`config.mk`:
```
export PLATFORM = sky130hd
export DESIGN_NAME = flag_alu
export DESIGN_NICKNAME = d
export VERILOG_FILES = /design/src/rtl/flag_alu_pkg.sv /design/src/rtl/flag_alu_ctrl.sv /design/src/rtl/flag_alu_dp.sv /design/src/rtl/flag_alu.sv
export SDC_FILE = /design/constraint.sdc
export NUM_CORES = 1
export LEC_CHECK = 0
export BUFFER_PORTS_ARGS = -buffer_cell sky130_fd_sc_hd__buf_4
export CAP_MARGIN = 20
export CORE_ASPECT_RATIO = 0.5
export CORE_MARGIN = 5
export CORE_UTILIZATION = 55
export DETAILED_ROUTE_END_ITERATION = 7
export PLACE_DENSITY = 0.8
export SYNTH_ARGS = -nofsm -noshare
export SYNTH_HDL_FRONTEND = slang
export SYNTH_SLANG_ARGS = --single-unit
```
`constraint.sdc`:
```
create_clock -name clk -period 9.1 [get_ports clk]
set_input_delay 0.91 -clock clk [delete_from_list [all_inputs] [get_ports clk]]
set_output_delay 0.91 -clock clk [all_outputs]
set_load 0.01 [all_outputs]
```
`src/rtl/flag_alu_pkg.sv`:
```
package flag_alu_pkg;

  typedef enum logic [4:0] {
    OP_NOP    = 5'd0,
    OP_ADD    = 5'd1,
    OP_ADDI   = 5'd2,
    OP_ADDC   = 5'd3,
    OP_ADDV   = 5'd4,
    OP_CMPEQ  = 5'd5,
    OP_CMPEQI = 5'd6,
    OP_CMPGE  = 5'd7,
    OP_CMPGT  = 5'd8,
    OP_CMPHI  = 5'd9,
    OP_CMPHS  = 5'd10,
    OP_CMPPL  = 5'd11,
    OP_CMPPZ  = 5'd12,
    OP_CMPSTR = 5'd13,
    OP_DT     = 5'd14,
    OP_DIV0U  = 5'd15,
    OP_DIV0S  = 5'd16,
    OP_EXTSB  = 5'd17,
    OP_EXTSW  = 5'd18,
    OP_EXTUB  = 5'd19,
    OP_EXTUW  = 5'd20
  } aluOp_e;

  typedef enum logic [2:0] {
    RES_ZERO, RES_SUM, RES_DEC, RES_EXTSB, RES_EXTSW, RES_EXTUB, RES_EXTUW
  } resSel_e;

  typedef enum logic [3:0] {
    TS_HOLD, TS_CARRY, TS_OVF, TS_EQ, TS_GE, TS_GT, TS_HI, TS_HS,
    TS_PL, TS_PZ, TS_STR, TS_DECZ, TS_DIV
  } tSel_e;

  typedef enum logic [1:0] {
    MQ_HOLD, MQ_CLEAR, MQ_SIGNED
  } mqSel_e;

  typedef struct packed {
    logic    wr;
    logic    useImm;
    logic    useCarry;
    resSel_e resSel;
    tSel_e   tSel;
    mqSel_e  mqSel;
  } strobe_t;

endpackage

```
`src/rtl/flag_alu_ctrl.sv`:
```
module flag_alu_ctrl
  import flag_alu_pkg::*;
(
  input  logic [4:0] opSel,
  output strobe_t    strobe
);

  aluOp_e opCode;
  assign opCode = aluOp_e'(opSel);

  always_comb begin
    strobe = '{wr: 1'b0, useImm: 1'b0, useCarry: 1'b0,
               resSel: RES_ZERO, tSel: TS_HOLD, mqSel: MQ_HOLD};
    case (opCode)
      OP_ADD:    begin strobe.wr = 1'b1; strobe.resSel = RES_SUM; end
      OP_ADDI:   begin strobe.wr = 1'b1; strobe.resSel = RES_SUM; strobe.useImm = 1'b1; end
      OP_ADDC:   begin strobe.wr = 1'b1; strobe.resSel = RES_SUM; strobe.useCarry = 1'b1;
                       strobe.tSel = TS_CARRY; end
      OP_ADDV:   begin strobe.wr = 1'b1; strobe.resSel = RES_SUM; strobe.tSel = TS_OVF; end
      OP_CMPEQ:  strobe.tSel = TS_EQ;
      OP_CMPEQI: begin strobe.tSel = TS_EQ; strobe.useImm = 1'b1; end
      OP_CMPGE:  strobe.tSel = TS_GE;
      OP_CMPGT:  strobe.tSel = TS_GT;
      OP_CMPHI:  strobe.tSel = TS_HI;
      OP_CMPHS:  strobe.tSel = TS_HS;
      OP_CMPPL:  strobe.tSel = TS_PL;
      OP_CMPPZ:  strobe.tSel = TS_PZ;
      OP_CMPSTR: strobe.tSel = TS_STR;
      OP_DT:     begin strobe.wr = 1'b1; strobe.resSel = RES_DEC; strobe.tSel = TS_DECZ; end
      OP_DIV0U:  begin strobe.tSel = TS_DIV; strobe.mqSel = MQ_CLEAR; end
      OP_DIV0S:  begin strobe.tSel = TS_DIV; strobe.mqSel = MQ_SIGNED; end
      OP_EXTSB:  begin strobe.wr = 1'b1; strobe.resSel = RES_EXTSB; end
      OP_EXTSW:  begin strobe.wr = 1'b1; strobe.resSel = RES_EXTSW; end
      OP_EXTUB:  begin strobe.wr = 1'b1; strobe.resSel = RES_EXTUB; end
      OP_EXTUW:  begin strobe.wr = 1'b1; strobe.resSel = RES_EXTUW; end
      default:   ;
    endcase
  end

endmodule

```
`src/rtl/flag_alu_dp.sv`:
```
module flag_alu_dp
  import flag_alu_pkg::*;
#(
  parameter int DATA_W = 32,
  parameter int IMM_W  = 8
) (
  input  strobe_t           strobe,
  input  logic [DATA_W-1:0] rnVal,
  input  logic [DATA_W-1:0] rmVal,
  input  logic [IMM_W-1:0]  immVal,
  input  logic              tCur,
  input  logic              mCur,
  input  logic              qCur,
  output logic [DATA_W-1:0] resNext,
  output logic              tNext,
  output logic              mNext,
  output logic              qNext
);

  localparam int LANES = DATA_W / 8;
  localparam int HALF  = 16;

  logic [DATA_W-1:0] immExt, opB, sumVal, decVal, xorVal;
  logic [DATA_W:0]   sumFull;
  logic [LANES-1:0]  laneZero;
  logic              ovfBit, mSigned, qSigned;

  assign immExt = {{(DATA_W-IMM_W){immVal[IMM_W-1]}}, immVal};
  assign opB    = strobe.useImm ? immExt : rmVal;

  // one adder serves plain, immediate and carry-chained addition
  assign sumFull = {1'b0, rnVal} + {1'b0, opB} + (DATA_W+1)'(strobe.useCarry & tCur);
  assign sumVal  = sumFull[DATA_W-1:0];
  assign ovfBit  = (~(rnVal[DATA_W-1] ^ opB[DATA_W-1])) & (sumVal[DATA_W-1] ^ rnVal[DATA_W-1]);
  assign decVal  = rnVal - DATA_W'(1);
  assign xorVal  = rnVal ^ rmVal;

  for (genvar ln = 0; ln < LANES; ln++) begin : g_lane
    assign laneZero[ln] = (xorVal[ln*8 +: 8] == 8'd0);
  end

  always_comb begin
    case (strobe.resSel)
      RES_SUM:   resNext = sumVal;
      RES_DEC:   resNext = decVal;
      RES_EXTSB: resNext = {{(DATA_W-8){rmVal[7]}}, rmVal[7:0]};
      RES_EXTSW: resNext = {{(DATA_W-HALF){rmVal[HALF-1]}}, rmVal[HALF-1:0]};
      RES_EXTUB: resNext = {{(DATA_W-8){1'b0}}, rmVal[7:0]};
      RES_EXTUW: resNext = {{(DATA_W-HALF){1'b0}}, rmVal[HALF-1:0]};
      default:   resNext = '0;
    endcase
  end

  assign qSigned = rnVal[DATA_W-1];
  assign mSigned = rmVal[DATA_W-1];

  always_comb begin
    case (strobe.mqSel)
      MQ_CLEAR:  begin mNext = 1'b0;    qNext = 1'b0;    end
      MQ_SIGNED: begin mNext = mSigned; qNext = qSigned; end
      default:   begin mNext = mCur;    qNext = qCur;    end
    endcase
  end

  always_comb begin
    case (strobe.tSel)
      TS_CARRY: tNext = sumFull[DATA_W];
      TS_OVF:   tNext = ovfBit;
      TS_EQ:    tNext = (rnVal == opB);
      TS_GE:    tNext = ($signed(rnVal) >= $signed(rmVal));
      TS_GT:    tNext = ($signed(rnVal) >  $signed(rmVal));
      TS_HI:    tNext = (rnVal >  rmVal);
      TS_HS:    tNext = (rnVal >= rmVal);
      TS_PL:    tNext = ($signed(rnVal) > $signed(DATA_W'(0)));
      TS_PZ:    tNext = ~rnVal[DATA_W-1];
      TS_STR:   tNext = |laneZero;
      TS_DECZ:  tNext = (decVal == '0);
      TS_DIV:   tNext = mNext ^ qNext;
      default:  tNext = tCur;
    endcase
  end

endmodule

```
`src/rtl/flag_alu.sv`:
```
module flag_alu
  import flag_alu_pkg::*;
#(
  parameter int DATA_W = 32,
  parameter int IMM_W  = 8
) (
  input  logic              clk,
  input  logic              rstN,
  input  logic [4:0]        opSel,
  input  logic [DATA_W-1:0] rnVal,
  input  logic [DATA_W-1:0] rmVal,
  input  logic [IMM_W-1:0]  immVal,
  output logic [DATA_W-1:0] result,
  output logic              wrEn,
  output logic              tFlag,
  output logic              mFlag,
  output logic              qFlag
);

  strobe_t           strobe;
  logic [DATA_W-1:0] resNext;
  logic              tNext, mNext, qNext;

  flag_alu_ctrl u_ctrl (
    .opSel  (opSel),
    .strobe (strobe)
  );

  flag_alu_dp #(.DATA_W(DATA_W), .IMM_W(IMM_W)) u_dp (
    .strobe  (strobe),
    .rnVal   (rnVal),
    .rmVal   (rmVal),
    .immVal  (immVal),
    .tCur    (tFlag),
    .mCur    (mFlag),
    .qCur    (qFlag),
    .resNext (resNext),
    .tNext   (tNext),
    .mNext   (mNext),
    .qNext   (qNext)
  );

  always_ff @(posedge clk) begin
    if (!rstN) begin
      result <= '0;
      wrEn   <= 1'b0;
      tFlag  <= 1'b0;
      mFlag  <= 1'b0;
      qFlag  <= 1'b0;
    end else begin
      result <= strobe.wr ? resNext : '0;
      wrEn   <= strobe.wr;
      tFlag  <= tNext;
      mFlag  <= mNext;
      qFlag  <= qNext;
    end
  end

endmodule

```
==> flow_metrics.env <==
export IMPL_status="finished, final reports clean"
export IMPL_skew_ns=0.00348
export IMPL_finalSetupTns_ns=0
export IMPL_power_frac_seq_pct=24.1
export IMPL_syn_num_nets=893
export IMPL_power_frac_comb_pct=44.8
export IMPL_maxSlewHeadroom_pct=40.4
export IMPL_worstHoldPathType="register to register"
export IMPL_design_core_area_mm2=0.00951
export IMPL_grt_overflow=0
export IMPL_power_density_mw_per_mm2=104
export IMPL_regToRegSetupSlack_ns=5.45
export IMPL_synth_top_cell_area_share_pct=16.0
export IMPL_yosys_warnings=0
export IMPL_clockBufferDepth=2
export IMPL_cts_tree="built"
export IMPL_hpwl_um=14900
export IMPL_reg2reg_from="tFlag$_SDFFE_PN0P_"
export IMPL_holdCritStartpoint="qFlag$_SDFF_PN0_"
export IMPL_synthFlopType="dfxtp_1"
export IMPL_ir_drop_v=0.0000678
export IMPL_syn_inst=743
export IMPL_drc=0
export IMPL_cts_resized=0
export IMPL_grt_pass1_vias=5687
export IMPL_critPathKind="primary input to register"
export IMPL_syn_area_per_cell_um2=7.28
export IMPL_synth_top_area_cell="ha_1"
export IMPL_p_total_uw=676
export IMPL_dr_total_vias=6207
export IMPL_cp_required_ns=9.27
export IMPL_max_cap_violations=0
export IMPL_final_hold_viol_count=0
export IMPL_pwr_share_clk_pct=31.1
export IMPL_antenna_found_initial=0
export IMPL_synth_edff_count=0
export IMPL_grt_max_degree=39
export IMPL_worst_r2r_path_depth=13
export IMPL_grt_pass1_wl_um=29400
export IMPL_h_tree_depth=2
export IMPL_yosysSeqAreaShare_pct=13.3
export IMPL_min_to="qFlag$_SDFF_PN0_"
export IMPL_cp_end_kind="register"
export IMPL_firstDrtPassIters=6
export IMPL_intPower_uw=418
export IMPL_worst_path_max_delay_cell="a2111oi_2"
export IMPL_first_iter_violations=676
export IMPL_finalCriticalPeriod_ns=4.80
export IMPL_numPortBuffers=114
export IMPL_drive_gt1_share_pct=18.1
export IMPL_setup_worst_path_start_class="primary input"
export IMPL_p_sw_share_pct=38.2
export IMPL_rr_endpoint="result[30]$_SDFF_PN0_"
export IMPL_nets=984
export IMPL_arrival_ns=4.97
export IMPL_synth_area_mm2=0.00541
export IMPL_wl_per_cell_um=19.8
export IMPL_drt_total_wl_um=19200
export IMPL_track_usage_pct=31.0
export IMPL_crit_chain="buf_4 > nor2b_1 > nand2_1 > inv_1 > buf_8 > nand2_1 > buf_4 > o21ai_0 > ha_1 > a211o_1 > a31o_2 > a31oi_1 > a21oi_1 > o21ai_0 > a21oi_1 > a2111oi_2 > xor2_1 > o22ai_1"
export IMPL_cts_sinks=36
export IMPL_die_area_mm2=0.0120
export IMPL_p_leak_nw=2.87
export IMPL_fp_row_count=25
export IMPL_rsz0062_at_grt="false"
export IMPL_clk_latency_ns=0.29
export IMPL_drv_slew=0
export IMPL_path_clk_slew_ns=0.07
export IMPL_worst_path_largest_cell_delay_ns=0.48
export IMPL_worst_slew_pin_slew_ns=0.885
export IMPL_initial_core_util_pct=56.9
export IMPL_die_h_um=80.1
export IMPL_post_cts_repair_setup_buffers=0
export IMPL_period_share_pct=52.7
export IMPL_via_per_inst=6.40
export IMPL_synth_cell_type_count=71
export IMPL_die_w_um=150
export IMPL_switchingPower_uw=258
export IMPL_gp_congestion=0.990
export IMPL_synth_top_cells_by_area="ha_1, dfxtp_1, o21ai_0"
export IMPL_ant_nets=0
export IMPL_final_setup_viol_count=0
export IMPL_async_flop_share_pct=0
export IMPL_synth_seq_cells=36
export IMPL_boundaryPins=115
export IMPL_n_antenna_cell=0
export IMPL_whs_path_depth=2
export IMPL_syn_to_final_growth_pct=20.2
export IMPL_critPathMaxFanout=25
export IMPL_cts_buffers=5
export IMPL_clock_root_buffer="clkbuf_16"
export IMPL_finalCoreUtilization_pct=68.3
export IMPL_cts_hold_buf=0
export IMPL_fmax_ghz=0.208
## layer usage
| metal | GRT usage, % | vias to the layer above | part of all wire, % |
|---|---|---|---|
| met3 | 12.1 | 24 | 13 |
| met4 | 5.38 | 0 | 1.1 |
| met5 | 0 | - | 0 |
| met1 | 42.2 | 2868 | 44 |
| met2 | 46.8 | 351 | 42 |
| li1 | - | 2964 | - |
## kinds of logic (layout without fill, tap and decap cells)
family / after synthesis / in the layout / share of synthesized area, %
mux: 1 / 1 / 0.208
compound gates: 241 / 241 / 29.0
fa+ha+maj: 71 / 71 / 16.7
xor+xnor: 52 / 52 / 8.42
buf+inv: 87 / 179 / 6.83
simple gates: 255 / 255 / 25.5
flops: 36 / 36 / 13.3
## cells in the final DEF (no fill, tap or decap), types with 8 or more instances in the layout
cell type,Yosys,routed
a211oi_1,8,8
a21o_1,28,28
a21oi_1,54,54
a221oi_1,15,15
a31oi_1,11,11
buf_4,2,120
dfxtp_1,36,36
ha_1,69,69
inv_1,49,49
nand2_1,49,49
nand3_1,23,23
nand4_1,14,14
nor2_1,59,59
nor3_1,23,22
nor4_1,21,21
o21ai_0,60,60
or3_1,8,8
xnor2_1,22,22
xor2_1,30,30
## worst max-delay path, delay by kind of cell
family / cells / cell delay (ns)
compound gates: 9 / 2.12
xor+xnor: 1 / 0.20
fa+ha+maj: 1 / 0.35
buf+inv: 4 / 1.03
simple gates: 3 / 0.35
## Yosys cell counts (6+ instances only)
cell type   n
ha_1       69
o21ai_0    60
nor2_1     59
a21oi_1    54
inv_1      49
nand2_1    49
dfxtp_1    36
xor2_1     30
a21o_1     28
clkbuf_1   28
nand3_1    23
nor3_1     23
xnor2_1    22
nor4_1     21
a221oi_1   15
nand4_1    14
a31oi_1    11
a211oi_1    8
or3_1       8
and3_1      7
nand3b_1    7
o22ai_1     7
nor2b_1     6
o21a_1      6
## sequential cells by signal, summed over array words and instances (netlist names)
name    count
wrEn        1
qFlag       1
result     32
mFlag       1
tFlag       1
## power groups by stage
stage / Combinational [mW] / Sequential, mW / Clock, mW
6_report: 0.303 / 0.163 / 0.210
5_1_grt: 0.328 / 0.163 / 0.218
4_1_cts: 0.293 / 0.163 / 0.211
3_5_place_dp: 0.291 / 0.166 / 0
3_3_place_gp: 0.287 / 0.166 / 0
2_1_floorplan: 0.192 / 0.168 / 0
## how the worst max path moves through the flow
| stage | start | end | slack [ns] | depth (start not counted) |
|---|---|---|---|---|
| after floorplan | opSel[1] | result[18]$_SDFF_PN0_ | 4.67 | 18 |
| after global placement | opSel[1] | result[20]$_SDFF_PN0_ | 3.98 | 17 |
| after detailed placement | opSel[1] | result[20]$_SDFF_PN0_ | 3.87 | 17 |
| after CTS | opSel[1] | result[20]$_SDFF_PN0_ | 4.16 | 17 |
| after global routing | opSel[1] | result[18]$_SDFF_PN0_ | 3.93 | 18 |
| final | opSel[1] | result[18]$_SDFF_PN0_ | 4.30 | 18 |
## through the flow
step / hold slack (ns) / instances / setup WS, ns / area, um2
floorplan: 0.488 / 743 / 4.67 / 5410
global placement: 0.457 / 960 / 3.98 / 6310
detailed placement: 0.480 / 960 / 3.87 / 6310
CTS: 0.489 / 968 / 4.16 / 6470
global route: 0.523 / 970 / 3.93 / 6500
finish: 0.489 / 970 / 4.30 / 6500
## area by class of cell
class / instances / area [um2]
sequential: 36 / 721
clock buffer: 6 / 129
tap: 135 / 169
timing repair buffer: 122 / 923
inverter: 49 / 184
multi-input combinational: 620 / 4340
fill: 888 / 3010
clock inverter: 2 / 35.0
(Power assumes the default switching activity.)
